==> src/rtl/vseq_pkg.sv <==
package vseq_pkg;

    localparam int ADDR_W  = 16;
    localparam int DATA_W  = 8;
    localparam int PHASE_W = 2;

    typedef enum logic {
        SRC_REF  = 1'b0,
        SRC_HOST = 1'b1
    } src_e;

    typedef enum logic [PHASE_W-1:0] {
        PH_SETUP = 2'd0,
        PH_LOW1  = 2'd1,
        PH_LOW2  = 2'd2
    } phase_e;

    typedef struct packed {
        src_e              src;
        logic              is_rd;
        logic [ADDR_W-1:0] addr;
        logic [DATA_W-1:0] wdata;
    } mem_cmd_t;

    localparam mem_cmd_t CMD_IDLE = '{src: SRC_REF, is_rd: 1'b1, addr: '0, wdata: '0};

    function automatic phase_e next_phase(input phase_e p);
        case (p)
            PH_SETUP: return PH_LOW1;
            PH_LOW1:  return PH_LOW2;
            default:  return PH_SETUP;
        endcase
    endfunction

    function automatic logic enable_low(input logic active, input phase_e p);
        return active && (p != PH_SETUP);
    endfunction

endpackage

==> src/rtl/vseq_host_buf.sv <==
module vseq_host_buf
    import vseq_pkg::*;
(
    input  logic              clk,
    input  logic              rst,
    input  logic              host_wr,
    input  logic              host_rd,
    input  logic [ADDR_W-1:0] host_addr,
    input  logic [DATA_W-1:0] host_wdata,
    input  logic              take,
    input  logic              done,
    output logic              pend_valid,
    output mem_cmd_t          pend_cmd,
    output logic              busy
);

    logic accept;

    assign accept = (host_wr || host_rd) && !busy;

    always_ff @(posedge clk) begin
        if (rst) begin
            pend_valid <= 1'b0;
            busy       <= 1'b0;
            pend_cmd   <= CMD_IDLE;
        end else if (accept) begin
            pend_valid <= 1'b1;
            busy       <= 1'b1;
            pend_cmd   <= '{src: SRC_HOST, is_rd: !host_wr,
                            addr: host_addr, wdata: host_wdata};
        end else begin
            if (take) pend_valid <= 1'b0;
            if (done) busy       <= 1'b0;
        end
    end

endmodule

==> src/rtl/vseq_arbiter.sv <==
module vseq_arbiter
    import vseq_pkg::*;
(
    input  logic              slot_free,
    input  logic              ref_req,
    input  logic [ADDR_W-1:0] ref_addr,
    input  logic              pend_valid,
    input  mem_cmd_t          pend_cmd,
    output logic              grant_ref,
    output logic              grant_host,
    output logic              load,
    output mem_cmd_t          load_cmd
);

    always_comb begin
        grant_ref  = slot_free && ref_req;
        grant_host = slot_free && !ref_req && pend_valid;
        load       = grant_ref || grant_host;
        if (grant_ref)
            load_cmd = '{src: SRC_REF, is_rd: 1'b1, addr: ref_addr, wdata: '0};
        else
            load_cmd = pend_cmd;
    end

endmodule

==> src/rtl/vseq_cycle.sv <==
module vseq_cycle
    import vseq_pkg::*;
(
    input  logic              clk,
    input  logic              rst,
    input  logic              load,
    input  mem_cmd_t          load_cmd,
    input  logic [DATA_W-1:0] dq_in,
    output logic              slot_free,
    output logic              done_host,
    output logic              active,
    output phase_e            phase,
    output mem_cmd_t          cur,
    output logic [DATA_W-1:0] ref_rdata,
    output logic              ref_rvalid,
    output logic [DATA_W-1:0] host_rdata,
    output logic              host_rvalid
);

    logic last_clk;

    assign last_clk  = active && (phase == PH_LOW2);
    assign slot_free = !active || (phase == PH_LOW2);
    assign done_host = last_clk && (cur.src == SRC_HOST);

    always_ff @(posedge clk) begin
        if (rst) begin
            active <= 1'b0;
            phase  <= PH_SETUP;
            cur    <= CMD_IDLE;
        end else if (load) begin
            active <= 1'b1;
            phase  <= PH_SETUP;
            cur    <= load_cmd;
        end else if (last_clk) begin
            active <= 1'b0;
            phase  <= PH_SETUP;
        end else if (active) begin
            phase  <= next_phase(phase);
        end
    end

    always_ff @(posedge clk) begin
        if (rst) begin
            ref_rdata   <= '0;
            ref_rvalid  <= 1'b0;
            host_rdata  <= '0;
            host_rvalid <= 1'b0;
        end else begin
            ref_rvalid  <= 1'b0;
            host_rvalid <= 1'b0;
            if (last_clk && cur.is_rd) begin
                if (cur.src == SRC_REF) begin
                    ref_rdata  <= dq_in;
                    ref_rvalid <= 1'b1;
                end else begin
                    host_rdata  <= dq_in;
                    host_rvalid <= 1'b1;
                end
            end
        end
    end

endmodule

==> src/rtl/vram_seq.sv <==
module vram_seq
    import vseq_pkg::*;
(
    input  logic              clk,
    input  logic              rst,
    input  logic              ref_req,
    input  logic [ADDR_W-1:0] ref_addr,
    output logic              ref_ack,
    output logic [DATA_W-1:0] ref_rdata,
    output logic              ref_rvalid,
    input  logic              host_wr,
    input  logic              host_rd,
    input  logic [ADDR_W-1:0] host_addr,
    input  logic [DATA_W-1:0] host_wdata,
    output logic              host_busy,
    output logic [DATA_W-1:0] host_rdata,
    output logic              host_rvalid,
    output logic [ADDR_W-1:0] mem_addr,
    output logic              mem_ce_n,
    output logic              mem_rw,
    output logic [DATA_W-1:0] mem_dq_out,
    output logic              mem_dq_oe,
    input  logic [DATA_W-1:0] mem_dq_in
);

    logic     slot_free, done_host, active;
    logic     grant_ref, grant_host, load, pend_valid;
    phase_e   phase;
    mem_cmd_t cur, load_cmd, pend_cmd;

    vseq_host_buf u_hbuf (
        .clk        (clk),
        .rst        (rst),
        .host_wr    (host_wr),
        .host_rd    (host_rd),
        .host_addr  (host_addr),
        .host_wdata (host_wdata),
        .take       (grant_host),
        .done       (done_host),
        .pend_valid (pend_valid),
        .pend_cmd   (pend_cmd),
        .busy       (host_busy)
    );

    vseq_arbiter u_arb (
        .slot_free  (slot_free),
        .ref_req    (ref_req),
        .ref_addr   (ref_addr),
        .pend_valid (pend_valid),
        .pend_cmd   (pend_cmd),
        .grant_ref  (grant_ref),
        .grant_host (grant_host),
        .load       (load),
        .load_cmd   (load_cmd)
    );

    vseq_cycle u_cyc (
        .clk         (clk),
        .rst         (rst),
        .load        (load),
        .load_cmd    (load_cmd),
        .dq_in       (mem_dq_in),
        .slot_free   (slot_free),
        .done_host   (done_host),
        .active      (active),
        .phase       (phase),
        .cur         (cur),
        .ref_rdata   (ref_rdata),
        .ref_rvalid  (ref_rvalid),
        .host_rdata  (host_rdata),
        .host_rvalid (host_rvalid)
    );

    assign ref_ack    = grant_ref;
    assign mem_addr   = cur.addr;
    assign mem_ce_n   = !enable_low(active, phase);
    assign mem_rw     = active ? cur.is_rd : 1'b1;
    assign mem_dq_out = cur.wdata;
    assign mem_dq_oe  = active && !cur.is_rd;

endmodule

==> config.mk <==
export PLATFORM = sky130hd
export DESIGN_NAME = vram_seq
export DESIGN_NICKNAME = d
export VERILOG_FILES = /design/src/rtl/vseq_pkg.sv /design/src/rtl/vseq_host_buf.sv /design/src/rtl/vseq_arbiter.sv /design/src/rtl/vseq_cycle.sv /design/src/rtl/vram_seq.sv
export SDC_FILE = /design/constraint.sdc
export NUM_CORES = 1
export LEC_CHECK = 0
export BUFFER_PORTS_ARGS = -buffer_cell sky130_fd_sc_hd__clkbuf_2
export CAP_MARGIN = 20
export CORE_AREA = 2 2 86 71
export CTS_BUF_LIST = sky130_fd_sc_hd__clkbuf_8
export DETAILED_ROUTE_END_ITERATION = 10
export DIE_AREA = 0 0 88 73
export PLACE_DENSITY = 0.85
export RECOVER_POWER = 100
export SYNTH_ARGS = -nofsm -noshare
export SYNTH_HDL_FRONTEND = slang
export SYNTH_SLANG_ARGS = --single-unit
export TNS_END_PERCENT = 100
==> constraint.sdc <==
create_clock -name clk -period 4.43 [get_ports clk]
set_input_delay 0.886 -clock clk [delete_from_list [all_inputs] [get_ports clk]]
set_output_delay 0.886 -clock clk [all_outputs]
set_load 0.02 [all_outputs]
==> impl_results.rst <==
.. list-table::
   :header-rows: 1

   * - Metric
     - Value
   * - Rel. slew slack
     - 8.88%
   * - Critical path class
     - input pin to output pin
   * - Fin worst setup slack
     - 1.40 ns
   * - Fraction of final layout cells with drive strength greater than 1
     - 16.7%
   * - Reg-to-Reg End
     - u_cyc.cur[24]$_SDFFE_PP1P_
   * - Routed wire length per instance
     - 12.6 um
   * - Endpoint type of the worst setup path
     - output pin
   * - Netlist area before placement
     - 3030 sq um
   * - Adder-cell share of the synthesized area
     - 0%
   * - Later-pin clock latency in the skew report
     - 0.35 ns
   * - Origin of the worst min-delay path
     - u_hbuf.pend_cmd[9]$_SDFFE_PP0P_
   * - Sequential fraction of the synthesis area
     - 49.6%
   * - Maximum number of pins on one net before global-route repair
     - 38
   * - Number of global-route vias before repair
     - 2,270
   * - Number of antenna diodes
     - 0
   * - Post-synthesis register bit count
     - 75
   * - Aggregate negative setup slack
     - 0 ns
   * - Data required time at the worst endpoint
     - 3.54 ns
   * - DRC violation count after routing
     - 0
   * - Share of synthesized flip-flops with an asynchronous set or reset
     - 0%
   * - Arrival time of data at the critical path endpoint
     - 2.15 ns
   * - CTS Buf Count
     - 9
   * - XOR/XNOR share of the synthesized area
     - 0%
   * - Initial core utilization
     - 53.5%
   * - Unrepaired setup endpoints after global routing
     - false
   * - Count of buffers from port buffering
     - 99
   * - Count leader, synth
     - sky130_fd_sc_hd__nand2_1
   * - Startpoint of the worst register-to-register path
     - u_cyc.phase[1]$_SDFFE_PP0P_
   * - Reg2Reg Setup Slack
     - 2.23 ns
   * - Highest fanout seen on the critical path
     - 16
   * - Worst min-delay path class
     - register to register
   * - Startpoint kind of the worst setup timing path
     - input pin
   * - Count of flip-flops with a built-in enable after synthesis
     - 0
   * - Post-synthesis area per instance
     - 8.62 sq um
   * - Global Route Usage Sum
     - 20.4%
   * - Clock Sinks
     - 75
   * - Status
     - completed
   * - Max frequency
     - 0.329 GHz
   * - Synth top area cells
     - sky130_fd_sc_hd__dfxtp_1, sky130_fd_sc_hd__nand2_1, sky130_fd_sc_hd__buf_4, sky130_fd_sc_hd__mux2i_1, sky130_fd_sc_hd__a222oi_1
   * - Die extent in x
     - 88 um
   * - Final setup violation count
     - 0
   * - Setup Buffers After CTS
     - 0
   * - Antenna violations before repair
     - 0
   * - Top post-synthesis cells by count
     - sky130_fd_sc_hd__nand2_1, sky130_fd_sc_hd__dfxtp_1, sky130_fd_sc_hd__inv_1
   * - Congestion Overflow GR
     - 0
   * - Number of vias in the routed layout
     - 2,513
   * - Worst R2R Path Depth
     - 3
   * - Clock slew seen by the registers of the worst setup and hold paths
     - 0.07 ns
   * - Clock Tree Root
     - sky130_fd_sc_hd__clkbuf_8
   * - Final Net Count
     - 472
   * - Number of antenna-violating nets in the routed design
     - 0
   * - Combinational family with the most area after synthesis
     - compound AO/OA/AOI/OAI gates
   * - Core area
     - 5660 sq um
   * - Hold path depth
     - 2
   * - Cell leakage power
     - 1.48 nW
   * - Number of maximum-capacitance violations
     - 0
   * - Capture endpoint of the worst hold path
     - u_hbuf.pend_cmd[9]$_SDFFE_PP0P_
   * - First-pass GRT wire length
     - 10,000 um
   * - Die boundary height
     - 73 um
   * - Clock period minus final worst setup slack
     - 3.03 ns
   * - Pwr per Cell Area
     - 400 nW/um^2
   * - Final WL
     - 6370 um
   * - Peak ir drop on the vdd network
     - 177 uV
   * - DRT iter0 DRCs
     - 158
   * - Number of iterations in the first detailed-routing pass
     - 6
   * - Clock tree skew after final layout
     - 0.00452 ns
   * - Proportion of synthesized area in mux cells
     - 5.29%
   * - Full die area
     - 6420 sq um
   * - RePlAce Congestion
     - 0.726
   * - Synth Instances
     - 351
   * - Netlist cell types
     - 32
   * - Num ports
     - 100
   * - CTS tree
     - done
   * - Area delta synth->final
     - 14.7%
   * - Number of warning messages in the yosys log
     - 0
   * - Hold-fix buffers at CTS
     - 0
   * - Synthesized-area fraction occupied by and/or/nand/nor cells
     - 15.0%
   * - Compound-gate portion of the synthesized area
     - 16.7%
   * - Cell taking the most area after synthesis
     - sky130_fd_sc_hd__dfxtp_1
   * - Launch point of the worst path
     - ref_req
   * - Net Count, Synth
     - 404
   * - H-tree level count
     - 3
   * - Post_cts resized
     - 0
   * - Half-perimeter wire length after detailed placement
     - 4330 um
   * - Setup WS pre-CTS
     - 1.54 ns
   * - Max Root-Sink Buffers
     - 2
   * - Total number of placement rows
     - 25
   * - Most used flip-flop cell after synthesis
     - sky130_fd_sc_hd__dfxtp_1
   * - Slew at the pin with the worst max-slew slack
     - 1.37 ns
   * - Final Slew Violations
     - 0
   * - Portion of synthesized cell area occupied by the leading cell type
     - 49.6%
   * - Final clock period utilization by the worst path
     - 68.5%
   * - Vias per std cell
     - 4.98
   * - Final hold violation count
     - 0
[power breakdown]
group | switching (mW) | internal [mW]
Sequential | 0.0247 | 0.716
Combinational | 0.114 | 0.0647
Clock | 0.252 | 0.218
Total | 0.391 | 0.999
[per-stage QoR]
step / std cells / hold slack, ns / utilization, % / instance area (sq um) / power, mW
4_1_cts: 504 / 0.458 / 62.6 / 3540 / 1.41
6_report: 505 / 0.455 / 61.3 / 3470 / 1.39
5_1_grt: 505 / 0.472 / 61.3 / 3470 / 1.45
3_5_place_dp: 488 / 0.447 / 59.4 / 3360 / 0.943
3_3_place_gp: 488 / 0.442 / 59.4 / 3360 / 0.938
2_1_floorplan: 351 / 0.436 / - / 3030 / 0.903
[critical path: stages]
cell	delay [ns]
sky130_fd_sc_hd__clkbuf_1	0.21
sky130_fd_sc_hd__inv_1	0.10
sky130_fd_sc_hd__a21oi_2	0.10
sky130_fd_sc_hd__clkbuf_1	0.56
sky130_fd_sc_hd__clkbuf_2	0.29
[cells in the final DEF, fill, tap and decap left out, types with 2 or more instances in the layout]
| cell | n |
|---|---|
| sky130_fd_sc_hd__nand2_1 | 94 |
| sky130_fd_sc_hd__dfxtp_1 | 75 |
| sky130_fd_sc_hd__clkbuf_2 | 51 |
| sky130_fd_sc_hd__clkbuf_1 | 51 |
| sky130_fd_sc_hd__inv_1 | 33 |
| sky130_fd_sc_hd__a21oi_1 | 28 |
| sky130_fd_sc_hd__mux2i_1 | 16 |
| sky130_fd_sc_hd__a222oi_1 | 15 |
| sky130_fd_sc_hd__clkbuf_8 | 10 |
| sky130_fd_sc_hd__a22o_1 | 9 |
| sky130_fd_sc_hd__nor2_1 | 8 |
| sky130_fd_sc_hd__o21ai_0 | 4 |
| sky130_fd_sc_hd__nand2b_1 | 3 |
| sky130_fd_sc_hd__nor3_1 | 3 |
| sky130_fd_sc_hd__clkinv_2 | 3 |
| sky130_fd_sc_hd__clkinv_4 | 3 |
| sky130_fd_sc_hd__or3_1 | 2 |
[sequential cells by signal, indices dropped and copies added, names as in the netlist]
| register | cells |
|---|---|
| u_cyc.host_rvalid | 1 |
| u_cyc.ref_rdata | 8 |
| u_hbuf.pend_cmd | 26 |
| u_cyc.ref_rvalid | 1 |
| u_cyc.host_rdata | 8 |
| u_cyc.active | 1 |
| u_hbuf.busy | 1 |
| u_cyc.cur | 26 |
| u_hbuf.pend_valid | 1 |
| u_cyc.phase | 2 |
[routing by layer]
layer	vias up	global-route usage (%)	wire [um]
met5	-	0	0
met4	0	8.72	87
met3	12	6.33	437
met2	87	34.0	3040
met1	1138	24.4	2800
li1	1276	-	-
[layout make-up]
| class | instances | area (sq um) |
|---|---|---|
| Clock buffer | 10 | 138 |
| Clock inverter | 6 | 41.3 |
| Fill cell | 548 | 2190 |
| Inverter | 34 | 128 |
| Multi-Input combinational cell | 197 | 1110 |
| Sequential cell | 75 | 1500 |
| Tap cell | 81 | 101 |
| Timing Repair Buffer | 102 | 447 |
[worst max path at each step]
stage,to,slack (ns),cells after the start
2_1_floorplan,ref_ack,2.16,3
3_3_place_gp,u_cyc.cur[23]$_SDFFE_PP0P_,1.60,4
3_5_place_dp,u_cyc.cur[23]$_SDFFE_PP0P_,1.54,4
4_1_cts,ref_ack,1.88,4
5_1_grt,u_cyc.cur[10]$_SDFFE_PP0P_,1.16,5
6_report,ref_ack,1.40,5
[cells by family (layout without fill, tap and decap cells)]
logic type | count (synthesis) | in the layout
flip-flops | 75 | 75
AO/OA/AOI/OAI | 68 | 68
multiplexers | 16 | 16
buffers and inverters | 79 | 152
AND/OR/NAND/NOR | 113 | 113
Note: power is estimated with default switching activity, not from simulation.
